File: src/rtl/fsb_pkg.sv
package fsb_pkg;

  typedef enum logic [1:0] {
    LD_IDLE = 2'd0,
    LD_REQ  = 2'd1,
    LD_WAIT = 2'd2
  } ld_state_e;

  // Lock word bits in use and the width of an index into them.
  localparam int LOCK_BITS  = 5;
  localparam int LOCK_IDX_W = $clog2(LOCK_BITS);

  typedef struct packed {
    logic [7:0]            lo;
    logic [7:0]            hi;
    logic [LOCK_IDX_W-1:0] bitpos;
  } region_t;

  localparam int NUM_REGIONS = 5;

  // Word index range -> lock bit that freezes it.
  localparam region_t REGION_MAP [NUM_REGIONS] = '{
    '{lo: 8'h00, hi: 8'h00, bitpos: 3'd4},
    '{lo: 8'h01, hi: 8'h0F, bitpos: 3'd0},
    '{lo: 8'h10, hi: 8'h1F, bitpos: 3'd1},
    '{lo: 8'h20, hi: 8'h2F, bitpos: 3'd2},
    '{lo: 8'h30, hi: 8'h3F, bitpos: 3'd3}
  };

endpackage

File: src/rtl/fsb_addr_dec.sv
module fsb_addr_dec #(
  parameter int          ADDR_W      = 12,
  parameter int          IDX_W       = 6,
  parameter int          NUM_WORDS   = 64,
  parameter int unsigned BASE        = 32'h400,
  parameter int          STRIDE_LOG2 = 4
) (
  input  logic [ADDR_W-1:0] addr,
  output logic              hit,
  output logic [IDX_W-1:0]  idx
);
  localparam int unsigned SPAN = NUM_WORDS << STRIDE_LOG2;

  logic [ADDR_W-1:0] rel;

  // Aligned, at or above the base, and inside the mapped window.
  always_comb begin
    rel = addr - ADDR_W'(BASE);
    hit = (addr >= ADDR_W'(BASE)) && (rel < ADDR_W'(SPAN)) &&
          (addr[STRIDE_LOG2-1:0] == '0);
    idx = rel[STRIDE_LOG2 +: IDX_W];
  end
endmodule

File: src/rtl/fsb_lock_chk.sv
module fsb_lock_chk
  import fsb_pkg::*;
#(
  parameter int IDX_W = 6
) (
  input  logic [LOCK_BITS-1:0] lock_word,
  input  logic [IDX_W-1:0]     idx,
  output logic                 locked
);
  logic [NUM_REGIONS-1:0] region_hit;

  for (genvar g = 0; g < NUM_REGIONS; g++) begin : g_region
    assign region_hit[g] = (8'(idx) >= REGION_MAP[g].lo) &&
                           (8'(idx) <= REGION_MAP[g].hi) &&
                           lock_word[REGION_MAP[g].bitpos];
  end

  assign locked = |region_hit;
endmodule

File: src/rtl/fsb_loader.sv
module fsb_loader
  import fsb_pkg::*;
#(
  parameter int NUM_WORDS = 64,
  parameter int IDX_W     = 6,
  parameter int DATA_W    = 32
) (
  input  logic              clk,
  input  logic              rst,
  input  logic              reload,
  output logic              req_valid,
  input  logic              req_ready,
  output logic [IDX_W-1:0]  req_idx,
  input  logic              rsp_valid,
  input  logic [DATA_W-1:0] rsp_data,
  output logic              busy,
  output logic              we,
  output logic [IDX_W-1:0]  widx,
  output logic [DATA_W-1:0] wdata
);
  localparam logic [IDX_W-1:0] LAST_IDX = IDX_W'(NUM_WORDS - 1);

  ld_state_e        state_q;
  logic [IDX_W-1:0] idx_q;

  always_ff @(posedge clk) begin
    if (rst) begin
      state_q <= LD_REQ;
      idx_q   <= '0;
    end else begin
      unique case (state_q)
        LD_IDLE: if (reload) begin
          state_q <= LD_REQ;
          idx_q   <= '0;
        end
        LD_REQ:  if (req_ready) state_q <= LD_WAIT;
        LD_WAIT: if (rsp_valid) begin
          if (idx_q == LAST_IDX) begin
            state_q <= LD_IDLE;
          end else begin
            idx_q   <= idx_q + 1'b1;
            state_q <= LD_REQ;
          end
        end
        default: state_q <= LD_IDLE;
      endcase
    end
  end

  assign req_valid = (state_q == LD_REQ);
  assign req_idx   = idx_q;
  assign busy      = (state_q != LD_IDLE);
  assign we        = (state_q == LD_WAIT) && rsp_valid;
  assign widx      = idx_q;
  assign wdata     = rsp_data;
endmodule

File: src/rtl/fuse_shadow_bank.sv
module fuse_shadow_bank
  import fsb_pkg::*;
#(
  parameter int          ADDR_W      = 12,
  parameter int          DATA_W      = 32,
  parameter int          NUM_WORDS   = 64,
  parameter int unsigned BASE        = 32'h400,
  parameter int          STRIDE_LOG2 = 4,
  localparam int         IDX_W       = $clog2(NUM_WORDS)
) (
  input  logic              clk,
  input  logic              rst,
  input  logic              reload,
  input  logic              reg_rd,
  input  logic              reg_wr,
  input  logic [ADDR_W-1:0] reg_addr,
  input  logic [DATA_W-1:0] reg_wdata,
  output logic [DATA_W-1:0] reg_rdata,
  output logic              reg_err,
  output logic              busy,
  output logic              fuse_req_valid,
  input  logic              fuse_req_ready,
  output logic [IDX_W-1:0]  fuse_req_idx,
  input  logic              fuse_rsp_valid,
  input  logic [DATA_W-1:0] fuse_rsp_data
);
  logic              dec_hit;
  logic [IDX_W-1:0]  dec_idx;
  logic              locked;
  logic              ld_we;
  logic [IDX_W-1:0]  ld_idx;
  logic [DATA_W-1:0] ld_data;
  logic              sw_we;
  logic              mem_we;
  logic [IDX_W-1:0]  mem_widx;
  logic [DATA_W-1:0] mem_wdata;
  logic [LOCK_BITS-1:0] lock_q;
  logic [DATA_W-1:0] rd_word_q;
  logic              rd_hit_q;
  logic              err_q;

  logic [DATA_W-1:0] shadow_mem [NUM_WORDS];

  fsb_addr_dec #(
    .ADDR_W(ADDR_W), .IDX_W(IDX_W), .NUM_WORDS(NUM_WORDS),
    .BASE(BASE), .STRIDE_LOG2(STRIDE_LOG2)
  ) u_dec (
    .addr(reg_addr), .hit(dec_hit), .idx(dec_idx)
  );

  fsb_lock_chk #(.IDX_W(IDX_W)) u_lock (
    .lock_word(lock_q), .idx(dec_idx), .locked(locked)
  );

  fsb_loader #(.NUM_WORDS(NUM_WORDS), .IDX_W(IDX_W), .DATA_W(DATA_W)) u_ld (
    .clk(clk), .rst(rst), .reload(reload),
    .req_valid(fuse_req_valid), .req_ready(fuse_req_ready), .req_idx(fuse_req_idx),
    .rsp_valid(fuse_rsp_valid), .rsp_data(fuse_rsp_data),
    .busy(busy), .we(ld_we), .widx(ld_idx), .wdata(ld_data)
  );

  // Single write port shared by the sequencer and software.
  always_comb begin
    sw_we     = reg_wr && dec_hit && !busy && !locked;
    mem_we    = ld_we || sw_we;
    mem_widx  = ld_we ? ld_idx  : dec_idx;
    mem_wdata = ld_we ? ld_data : reg_wdata;
  end

  always_ff @(posedge clk) begin
    if (mem_we) shadow_mem[mem_widx] <= mem_wdata;
  end

  always_ff @(posedge clk) begin
    if (reg_rd) rd_word_q <= shadow_mem[dec_idx];
  end

  always_ff @(posedge clk) begin
    if (rst) begin
      lock_q   <= '0;
      rd_hit_q <= 1'b0;
      err_q    <= 1'b0;
    end else begin
      if (mem_we && (mem_widx == '0)) lock_q <= mem_wdata[LOCK_BITS-1:0];
      if (reg_rd) rd_hit_q <= dec_hit;
      err_q <= ((reg_rd || reg_wr) && !dec_hit) || (reg_wr && dec_hit && busy);
    end
  end

  assign reg_rdata = rd_hit_q ? rd_word_q : '0;
  assign reg_err   = err_q;
endmodule

File: config.mk
export PLATFORM = sky130hd
export DESIGN_NAME = fuse_shadow_bank
export DESIGN_NICKNAME = d
export VERILOG_FILES = /design/src/rtl/fsb_pkg.sv /design/src/rtl/fsb_addr_dec.sv /design/src/rtl/fsb_lock_chk.sv /design/src/rtl/fsb_loader.sv /design/src/rtl/fuse_shadow_bank.sv
export SDC_FILE = /design/constraint.sdc
export NUM_CORES = 2
export LEC_CHECK = 0
export BUFFER_PORTS_ARGS = -buffer_cell sky130_fd_sc_hd__buf_2
export CAP_MARGIN = 40
export CORE_MARGIN = 2
export CORE_UTILIZATION = 43
export CTS_CLUSTER_DIAMETER = 50
export DETAILED_ROUTE_END_ITERATION = 7
export SLEW_MARGIN = 20
export SYNTH_ARGS = -nofsm -noshare
export SYNTH_HDL_FRONTEND = slang
export SYNTH_HIERARCHICAL = 1
export SYNTH_SLANG_ARGS = --single-unit
export TNS_END_PERCENT = 100
File: constraint.sdc
create_clock -name clk -period 7.05 [get_ports clk]
set_input_delay 1.41 -clock clk [delete_from_list [all_inputs] [get_ports clk]]
set_output_delay 1.41 -clock clk [all_outputs]
set_load 0.1 [all_outputs]
# Word level (Yosys, flattened, before mapping)
# Memory sizes are Yosys's and may differ from the RTL's. A register that Yosys moved wholly into a read port is not among the register bits.
# Cells that the tools add are included.
[totals]
reg_bits = 15
ramBits = 2048
in_bits = 83
word_cells = 70
memories = 1
[classes]
addsub = 2
order_cmp = 10
n_eq_ne = 7
mux = 14
n_reduce_logical = 31
[mem_list]
columns = ["memory", "words", "word_bits", "rd", "rd_ports_with_merged_regs", "write_ports", "line", "text"]
rows = [
  ["shadow_mem", 64, 32, 1, 1, 1, "fuse_shadow_bank.sv:42", "logic [DATA_W-1:0] shadow_mem [NUM_WORDS];"],
]
[ops]
columns = ["cell", "n"]
rows = [
  ["2-to-1 mux 32 bit", 2],
  ["2-to-1 mux 6 bit", 4],
  ["logical AND 1 bit", 17],
  [">= comparator 12 x 11 -> 1 bit (second input constant)", 1],
  [">= comparator 6 bit (second input constant)", 2],
  ["less-than comparator 12 x 11 -> 1 bit (second input constant)", 1],
  ["case mux 6 bit (2 select lines)", 1],
  ["subtractor 12 x 11 -> 12 bit (second input constant)", 1],
  ["adder 6 x 1 -> 6 bit (second input constant)", 1],
  ["== test 6 bit (second input constant)", 1],
  [">= comparator 6 x 1 -> 1 bit (second input constant)", 1],
  [">= comparator 6 x 5 -> 1 bit (second input constant)", 1],
  ["<= comparator 6 x 1 -> 1 bit (second input constant)", 1],
  ["<= comparator 6 x 4 -> 1 bit (second input constant)", 1],
  ["<= comparator 6 x 5 -> 1 bit (second input constant)", 1],
  ["<= comparator 6 bit (second input constant)", 1],
  ["zero test 6 bit", 1],
  ["2-to-1 mux 2 bit", 3],
  ["!= test 2 bit (second input constant)", 3],
  ["case mux 2 bit (3 select lines)", 1],
  ["OR reduction 5 bit", 1],
  ["zero test 4 bit", 1],
  ["AND reduction 4 bit", 1],
  ["nonzero test 2 bit", 2],
  ["other kinds (8)", 14],
]

# Longest topological paths before layout
[depth]
ltp_word = 10
depth_mapped = 11

# Modules after synthesis
# Netlist, hierarchy kept.
[modules_own_cells]
columns = ["mod", "instances", "cells_per_inst", "area_each_um2"]
rows = [
  ["fuse_shadow_bank", 1, 3482, 80201.9],
  ["fsb_loader", 1, 89, 699.4],
  ["fsb_addr_dec", 1, 8, 65.1],
  ["fsb_lock_chk", 1, 3, 40.0],
]

# Least setup slack after synthesis
# No wires, ideal clock.
[synth_path]
kind = "input port to flip-flop"
from = "input port reg_addr[5]"
to = "memory shadow_mem[41][0], enable pin"
setup_ps = 421
t_arrival_ps = 5230
slack_ps = 1399
path_stages = 10
path_buffers = 2
cell_sequence = "buf_4 -> nor4_1 -> mux2_1 -> mux4_2 -> nor4bb_1 -> or2_2 -> clkbuf_1 -> a21boi_0 -> nand2_1 -> nor2_1"
[synth_between]
elab_chain_len = 10
[synth_lines]
columns = ["element", "line", "text"]
rows = [
  ["from (decl)", "fuse_shadow_bank.sv:16", "input logic [ADDR_W-1:0] reg_addr,"],
  ["subtractor 12 x 11 -> 12 bit (*)", "fsb_addr_dec.sv:18", "rel = addr - ADDR_W'(BASE);"],
  [">= comparator 6 x 1 -> 1 bit (tied with other cells)", "fsb_lock_chk.sv:13", "assign region_hit[g] = (8'(idx) >= REGION_MAP[g].lo) &&"],
  ["logical AND 1 bit", "fsb_lock_chk.sv:13", ""],
  ["logical AND 1 bit", "fsb_lock_chk.sv:14", "(8'(idx) <= REGION_MAP[g].hi) &&"],
  ["OR reduction 5 bit (*)", "fsb_lock_chk.sv:18", "assign locked = |region_hit;"],
  ["named net locked", "fuse_shadow_bank.sv:29", "logic locked;"],
  ["zero test 1 bit (*)", "fuse_shadow_bank.sv:64", "sw_we = reg_wr && dec_hit && !busy && !locked;"],
  ["logical AND 1 bit (*)", "fuse_shadow_bank.sv:64", ""],
  ["logical OR 1 bit (*)", "fuse_shadow_bank.sv:65", "mem_we = ld_we || sw_we;"],
  ["2-to-1 mux 1 bit (*)", "fuse_shadow_bank.sv:71", "if (mem_we) shadow_mem[mem_widx] <= mem_wdata;"],
  ["2-to-1 mux 1 bit (implied by the code) (*)", "fuse_shadow_bank.sv:71", ""],
  ["to (decl)", "fuse_shadow_bank.sv:42", ""],
]
# Mark *: on every way through the listed nets, which the timed path passes. The rest lies on a longest branch.

# Worst setup path after layout
[layout_path]
from = "input port reg_addr[4]"
to = "memory shadow_mem[39][17], enable pin"
# Same word-level chain as after synthesis.

==> impl_metrics.ini <==
[outcome]
outcome = finished, final reports clean

[grt]
grt_util_met3_pct = 2.75
met1_usage_pct = 30.4
grt_overflow = 0
grt_max_degree = 105
grt_pass1_wl_mm = 293
antenna_found_initial = 10
globalRouteTotalUtil_pct = 21.6
use_met2_pct = 35.3
grt_pass1_vias = 38400
top_usage_layer = met2

[cells_and_area]
instances_no_fill = 6522
multi_input_area_mm2 = 0.0173
regArea_mm2 = 0.0628
n_fill_cell = 14900
final_common_cell = edfxtp_1
layout_common_cells = edfxtp_1 (2080), mux4_2 (534), clkbuf_16 (209)
nets = 3932
drive_above_1_share_pct = 31.2
syn2layout_area_growth_pct = 14.1

[timing]
rsz0062_at_grt = false
max_freq_ghz = 0.176
min_period_over_period_pct = 80.4
fin_setup_tns_ps = 0
slew_violations = 0
worst_pin_slew_ps = 1060
setup_viol = 0
period_needed_ps = 5670
slew-limit-headroom_pct = 29.6
fin_skew_ps = 37.7
finalHoldViolCount = 0

[placed_design]
dp_hpwl_mm = 120
portBuffers = 123
place_congestion = 0.818
dp.cells = 6130

[route]
drc_errors = 0
drtIter0Drc = 4666
wl_mm = 208
wl_per_cell_um = 31.9
routed_via_density = 5.88
vias = 38300
first_pass_iters = 6
detail-route-antenna-nets = 0

[cts]
cts_repair_resize_count = 0
cts_inserted_buffers = 207
hold_buffers = 0
clk_pin_slew_ps = 60
cts_tree = yes
numClockSinks = 2095
cts_max_level = 4
clk_latency_ps = 850
postCtsSetupBuffers = 0
clockBufferDepth = 3
cts_root_buffer = clkbuf_16

[pwr]
cellLeakagePower_nw = 28.9
vdd_drop_max_v = 0.000290
p_per_area_mw_per_mm2 = 282

[worst_hold_path]
hp-start = lock_q[1]
min_delay_worst_endpoint = lock_q[1]
min_path_cells = 2
hp-class = flip-flop to flip-flop

[critical_path]
required_ps = 7600
rrSetupSlack_ps = 2630
reg2reg_to = shadow_mem[39][17]
cp.arrival_ps = 6220
reg2reg_from = lock_q[4]
startpoint_type = input port
end_kind = flip-flop
path_class = input port to flip-flop
crit_fanout = 42
r2r_cells = 8

[logic_synthesis]
synth_fp_nets = 3666
synth.avg_cell_area_um2 = 22.6
synth_edf_count = 2080
syn_area_mm2 = 0.0810
synthTopCellsByArea = edfxtp_1 (77%), mux4_2 (15%), mux2i_1 (1.5%)
yosysTopAreaCellShare_pct = 77.1
synth-seq-area-share_pct = 77.5
yosys.area.top_type = edfxtp_1
ys.flop_type = edfxtp_1
yosys_warnings = 6
synth_cell_type_count = 61
synth_cells = 3582
async_reset_ff_share_pct = 0
ys_ff_latch = 2095

[die]
start_util_pct = 43.2
die_area_mm2 = 0.192
die_h_um = 438
num_io_pins = 124
rows = 159
coreArea_mm2 = 0.187
die_width_um = 438

[flow_run]
drv_cap = 0
## registers in the layout (all words and copies together) (netlist names)
register and count:
lock_q 5, rd_hit_q 1, rd_word_q 32, reg_err 1, shadow_mem 2048, u_ld/req_idx 6, u_ld/state_q 2
## synthesized netlist by cell type (2+ instances only)
master,number
nand2b_1,12
buf_1,26
o22ai_1,40
nor3_1,3
or3b_2,3
a32o_1,3
nand3_1,11
nand3b_1,4
or3_1,2
nor2b_1,18
nand2_1,88
and2_1,34
mux4_2,534
mux2i_1,123
a221oi_1,40
o21ai_0,44
a32oi_1,10
a2111oi_0,3
a22oi_1,3
buf_6,23
or2_2,11
nor4_1,7
buf_2,45
dfxtp_1,15
inv_1,3
a21oi_1,35
nor2_1,110
clkbuf_1,65
edfxtp_1,2080
o221ai_1,14
o21ai_1,3
o32ai_1,2
a211oi_1,18
o221a_2,3
mux2_2,36
o32a_1,3
buf_4,74
nand4b_1,2
a31oi_1,10
## per-stage QoR
stage	worst slack (ps)	hold WS [ps]	power (mW)	util (%)	cell area, µm²
after floorplan	1400	453	14.8	-	81000
after global placement	278	479	15.3	45.5	85300
after detailed placement	536	486	15.3	45.6	85500
after CTS	1440	503	26.3	49.3	92300
after global routing	1230	526	26.8	49.3	92400
final	1380	501	26.1	49.3	92400
## worst max-delay path: stages
cell and delay, ps:
buf_8 210, nor4_1 390, clkdlybuf4s15_2 310, mux2_1 330, mux4_2 450, nor4bb_1 520
or2_2 290, a21boi_0 580, nand2_1 640, nor2_4 780, buf_12 250
## layer usage
layer | vias to the layer above | part of all wire, % | routed length, µm
li1 | 15700 | - | -
met1 | 20900 | 42 | 86700
met2 | 1464 | 49 | 103000
met3 | 250 | 6.0 | 12500
met4 | 0 | 2.8 | 5850
met5 | - | 0 | 0
## kinds of logic (layout without fill, tap and decap cells)
family          count (synthesis)  in the layout  share of synthesized area [%]
fa+ha+maj                       1              1                         0.0154
flops                        2095           2095                           77.5
other cells                     0              4                              0
buf+inv                       240            681                           1.76
simple gates                  314            314                           1.84
compound gates                238            238                           2.03
mux                           694            694                           16.9
## worst max-delay path by stage
stage,cells past startpoint,startpoint,end,slack [ps]
floorplan,10,reg_addr[5],shadow_mem[41][0],1400
global placement,10,reg_addr[4],shadow_mem[39][17],280
detailed placement,11,reg_addr[5],shadow_mem[39][17],540
CTS,11,reg_addr[5],shadow_mem[39][17],1440
global route,11,reg_addr[4],shadow_mem[39][17],1230
finish,11,reg_addr[4],shadow_mem[39][17],1380
## area by class of cell
class	instances	area share, %
clock buffers	257	5.91
inverters	5	0.0203
clock inverters	127	1.47
well taps	2495	3.38
repair buffers	292	2.52
flip-flops and latches	2095	67.9
multi-input cells	1247	18.8
diodes	4	0.0108
## power breakdown
group	leakage (nW)	internal, mW	total (mW)	switching (mW)
clock network	3.29	6.29	11.0	4.74
registers	18.8	13.8	13.8	0.0136
logic	6.74	0.438	1.29	0.856
(Power assumes the default switching activity.)
